[config.mk]
export PLATFORM = sky130hd
export DESIGN_NAME = presettable_counter
export DESIGN_NICKNAME = d
export VERILOG_FILES = /design/src/rtl/presettable_counter.sv
export SDC_FILE = /design/constraint.sdc
export NUM_CORES = 1
export LEC_CHECK = 0
export BUFFER_PORTS_ARGS = -buffer_cell sky130_fd_sc_hd__buf_2
export CORE_AREA = 2 2 39 41
export CTS_CLUSTER_DIAMETER = 120
export DETAILED_ROUTE_END_ITERATION = 8
export DIE_AREA = 0 0 41 43
export PLACE_DENSITY = 0.48
export SLEW_MARGIN = 10
export SYNTH_ARGS = -nofsm -noshare
export SYNTH_HDL_FRONTEND = slang
export SYNTH_SLANG_ARGS = --single-unit
[constraint.sdc]
create_clock -name clk -period 1.2 [get_ports clk]
set_input_delay 0.24 -clock clk [delete_from_list [all_inputs] [get_ports clk]]
set_output_delay 0.24 -clock clk [all_outputs]
set_load 0.1 [all_outputs]
[src/rtl/presettable_counter.sv]
module presettable_counter #(
  parameter int WIDTH = 4
) (
  input  logic             clk,
  input  logic             clr_n,
  input  logic             load_n,
  input  logic [WIDTH-1:0] data_in,
  input  logic             en_par,
  input  logic             en_trk,
  output logic [WIDTH-1:0] count,
  output logic             carry_out
);

  logic             advance;
  logic [WIDTH-1:0] flip;

  assign advance = clr_n & load_n & en_par & en_trk;

  generate
    for (genvar i = 0; i < WIDTH; i++) begin : g_flip
      if (i == 0) begin : g_lsb
        assign flip[i] = advance;
      end else begin : g_upper
        assign flip[i] = advance & (&count[i-1:0]);
      end
    end
  endgenerate

  always_ff @(posedge clk) begin
    if (!clr_n)       count <= '0;
    else if (!load_n) count <= data_in;
    else              count <= count ^ flip;
  end

  assign carry_out = en_trk & (&count);

endmodule

==> run summary, run 1 <==
Starting Density - 0.165
DIE AREA - 1760 um2
Worst Max-Slew Pin Slew - 0.144 ns
Clk pwr share - 0.340
yosys warns - 0
hold buffer count at CTS - 0
Post-Route WL - 626 um
Placed Cells - 55
first drt pass iteration count - 1
largest net degree at the start of global routing - 8
RSZ-0062 raised after global routing - true
via density per instance - 4.42
M2 GR Usage - 0.122
cell area after placement - 430 um2
final instance area - 483 um2
clk_skew - 0.00439 ns
Max-Slew Margin vs Limit - 0.903
Setup TNS Final - 0 ns
vias - 274
routed len/inst - 10.1 um
Yosys reg bits - 4
Int Power - 0.327 mW
GRT Total Usage - 0.101
Pleak - 0.210 nW
first-pass GRT wire length - 1120 um
Hold Slack - 0.238 ns
CTS tree - built
worst skew pair latency - 0.24 ns
final hold violations - 0
CTS buffer count - 3
met1 usage - 0.128
Synth cell types - 15
Req. time, crit path - 0.96 ns
core area - 1380 um2
initial antenna violation count - 0
met3 Use GR - 0.0995
GRT busiest layer - met1
H-tree levels - 1
Top reg by flops - count
clk buf depth - 2
Logic pwr share - 0.361
non-filler instance count after layout - 62
peak supply drop - 0.673 mV
Post-DP HPWL - 480 um
setup slack, reg-to-reg - 0.10 ns
clock-pin transition on the worst setup and hold timing paths - 0.04 ns
Register Area - 95.1 um2
Max FO, Critical Path - 3
fin crit share - 0.996
net count after synthesis - 35
antenna viol nets, final - 0
Worst setup SP type - flip-flop
P per Cell Area - 1040 nW/um2
Syn Inst Count - 25
root buf cell - clkbuf_4
Sw Pwr - 0.175 mW
Avg Cell Area, Syn - 9.16 um2
share of cells above drive strength 1 - 0.652
IO Count - 14
max reg flops - 4
area of the multi-input gates - 156 um2
Final nets - 58
die height - 43 um
Iteration-0 DRC Markers - 0
Place WS - 0.0885 ns
die extent in x - 41 um
Layout area overhead - 111%
Netlist Area Pre-Place - 229 um2
Sink Count - 4
Top Registers - count x4
register area share after synthesis - 0.350
outcome - complete, no violations
vias in the first global route - 255
ANT cells - 0
Setup CP Type - flip-flop to output port
FILL cells - 150
Final Critical Period - 1.20 ns
final total power - 0.502 mW
post-CTS setup buffers - 4
HP Class - primary input to flip-flop
max-cap viol count - 0
Final Core Density - 0.349
highest clock rate - 837 MHz
DRC - 0
number of placement rows - 14
Seq pwr share - 0.299
Setup-failing EPs final - 0
PortBufs - 13
Resize count post-CTS - 0
CP Capture Type - output port
sw frac - 0.349
Routability Congestion - 0.654
WP data arrival - 0.96 ns
slack of the critical path - 0.00480 ns
Final Max Tran Viols - 0
total grt overflow - 0
Yosys cell counts (all sizes together):
cell / number / area, um2
dfxtp: 4 / 80.1
buf: 1 / 11.3
mux2i: 1 / 10.0
nand3: 1 / 5.00
nor2: 1 / 3.75
or3: 2 / 12.5
nand2: 3 / 11.3
nor2b: 1 / 6.26
xnor2: 1 / 8.76
a31oi: 2 / 12.5
o211a: 1 / 10.0
nand4: 1 / 21.3
inv: 1 / 3.75
ha: 1 / 12.5
o21ai: 4 / 20.0
critical path, stage by stage (launching register included):
cell	delay, ns
dfxtp_4	0.35
nand3_4	0.09
nor2_4	0.10
buf_12	0.18
power groups by stage:
stage | Clock [mW] | Combinational [mW] | Sequential, mW
3_3_place_gp | 0 | 0.158 | 0.162
2_1_floorplan | 0 | 0.0287 | 0.224
4_1_cts | 0.181 | 0.182 | 0.150
5_1_grt | 0.200 | 0.190 | 0.152
3_5_place_dp | 0 | 0.158 | 0.162
6_report | 0.171 | 0.181 | 0.150
placed cells by master (no fill, tap or decap), drive strengths merged:
cell type / count
or3: 2
inv: 1
o211a: 1
clkbuf: 3
dfxtp: 4
xnor2: 1
nand3: 1
a31oi: 2
nor2: 1
nand4: 1
nor2b: 1
o21ai: 4
buf: 19
mux2i: 1
ha: 1
nand2: 3
cell type report:
cell class,count,share of cell area
clock buffer,3,0.0466
inverter,1,0.00777
multi-input combinational,19,0.324
sequential,4,0.197
tap,16,0.0415
timing repair buffer,19,0.383
cell families after synthesis:
group,after synthesis,share of synthesized area
multiplexers,1,0.0437
XOR/XNOR,1,0.0383
AO/OA/AOI/OAI,7,0.186
AND/OR/NAND/NOR,9,0.262
adder cells (fa/ha/maj),1,0.0546
buffers and inverters,2,0.0656
flip-flops,4,0.350
path summary, 6_finish.rpt:
| path | start | cells after the start | to |
|---|---|---|---|
| worst max-delay path | count[1] | 3 | carry_out |
| worst min-delay path | data_in[1] | 2 | count[1] |
| worst max register to register | count[0] | 5 | count[1] |
| worst min register to register | count[0] | 3 | count[3] |
metal layers:
layer | vias up | part of all wire
met3 | 0 | 0.17
li1 | 133 | -
met2 | 17 | 0.39
met1 | 124 | 0.44
met4 | 0 | 0
met5 | - | 0
No activity file was read; power rests on OpenSTA's default activity.
==> inputs of run 2 (changes only) <==
PLACE_DENSITY = 0.49   (was 0.48)
clock period = 1.05 ns   (was 1.2 ns; I/O delays follow)
==> run 2 against run 1 <==
  * The run now ends with negative setup slack left
  * Count of clock-buffer cells in the layout unchanged
  * Die area unchanged
  * Register-to-register slack worse by 0.16 ns
  * Wire length rose by 14%
  * Cell count up 1.6%
  * Global-route usage decreased by 0.31 points
  * Setup slack worse by 0.12 ns
  * Total power is 15% higher
  * Hold slack worse by 0.040 ns
  * Critical path depth is the same
==> run summary, run 2 (same netlist as run 1, synthesis figures left out) <==
vias - 268
CTS tree - built
Top Registers - count x4
Final Max Tran Viols - 0
Setup-failing EPs final - 7
Post-Route WL - 713 um
CTS buffer count - 3
H-tree levels - 1
delay-heaviest family, CP - flip-flops
max-cap viol count - 0
Final Critical Period - 1.16 ns
CP Capture Type - output port
IO Count - 14
final hold violations - 0
PortBufs - 13
core area - 1380 um2
slack of the critical path - -0.111 ns
GRT Total Usage - 0.0982
Setup TNS Final - -0.327 ns
Buffers & Inverters on Critical Path - 1
Pleak - 0.213 nW
Place WS - -0.0396 ns
DRC - 0
CP max stage cell - dfxtp_4
Max-Slew Margin vs Limit - 0.918
r2r startpoint - count[0]
worst path cell trace - nand3_4, nor2_4, buf_12
P per Cell Area - 1160 nW/um2
Setup CP Type - flip-flop to output port
first-pass GRT wire length - 1090 um
Final Core Density - 0.359
clk_skew - 0.00132 ns
initial antenna violation count - 0
clk buf depth - 2
hold_sp - data_in[1]
WP data arrival - 0.95 ns
first drt pass iteration count - 2
number of placement rows - 14
antenna viol nets, final - 0
highest clock rate - 861 MHz
die height - 43 um
ANT cells - 0
Max FO, Critical Path - 3
Iteration-0 DRC Markers - 2
Worst setup SP type - flip-flop
RSZ-0062 raised after global routing - true
Routability Congestion - 0.702
die extent in x - 41 um
HP Class - primary input to flip-flop
routed len/inst - 11.3 um
vias in the first global route - 256
Starting Density - 0.165
Top reg by flops - count
clock-pin transition on the worst setup and hold timing paths - 0.04 ns
via density per instance - 4.25
FILL cells - 138
Req. time, crit path - 0.84 ns
root buf cell - clkbuf_4
peak supply drop - 0.669 mV
DIE AREA - 1760 um2
fin crit share - 1.11
Final nets - 59
failing checks - negative setup slack
final total power - 0.578 mW
Crit. Startpoint - count[1]
max reg flops - 4
outcome - complete, but fails checks
largest net degree at the start of global routing - 8
worst skew pair latency - 0.23 ns
share of cells above drive strength 1 - 0.681
delay of the slowest critical-path stage - 0.35 ns
Post-DP HPWL - 510 um
Sink Count - 4
most common cell after layout, fill and taps aside - buf_2
Layout area overhead - 117%
Worst Max-Slew Pin Slew - 0.119 ns
total grt overflow - 0
most frequent cells in the layout - 8 x buf_2, 6 x buf_4, 5 x buf_12
==> run 2: cell count changes in the layout (fill, tap and decap cells not counted) <==
cell and delta:
buf_6 +1, ha_2 +1, ha_1 -1
==> run 2: layer usage <==
metal	track usage	part of all wire	vias up
li1	-	-	135
met1	0.118	0.43	115
met2	0.122	0.43	18
met3	0.0995	0.14	0
met4	0.0200	0	0
met5	0	0	-
==> run 2: metrics by stage <==
step                hold WS, ns  instance area, um2  cells
finish                    0.197                 497     63
global placement          0.436                 438     56
CTS                       0.188                 494     63
detailed placement        0.438                 438     56
floorplan                 0.337                 267     25
global route              0.202                 497     63
==> run 2: area by class of cell <==
type,count,area (um2),area share
inverter,1,3.75,0.00756
clock buffer,3,22.5,0.0453
sequential,4,95.1,0.191
tap,16,20.0,0.0403
multi-input combinational,19,159,0.320
timing repair buffer,20,196,0.395
==> run 2: what timing repair did <==
action                                  in CTS  in global routing
gates resized for setup                      1                  1
endpoints found under the setup margin       1                  9
buffers inserted                             4                  0
hold buffers                                 0                  0
pin swaps                                    1                  2
==> run 2: path summary, 6_finish.rpt <==
kind / end / slack [ns] / depth (start not counted)
worst max-delay path: carry_out / -0.11 / 3
worst min-delay path: count[1] / 0.20 / 2
worst max register to register: count[1] / -0.06 / 5
worst min register to register: count[3] / 0.60 / 3
==> run 2: where the power goes <==
part / internal [mW] / leakage (nW) / switching, mW
clock: 0.128 / 0.0138 / 0.0640
combinational: 0.0887 / 0.164 / 0.125
sequential: 0.161 / 0.0357 / 0.0107
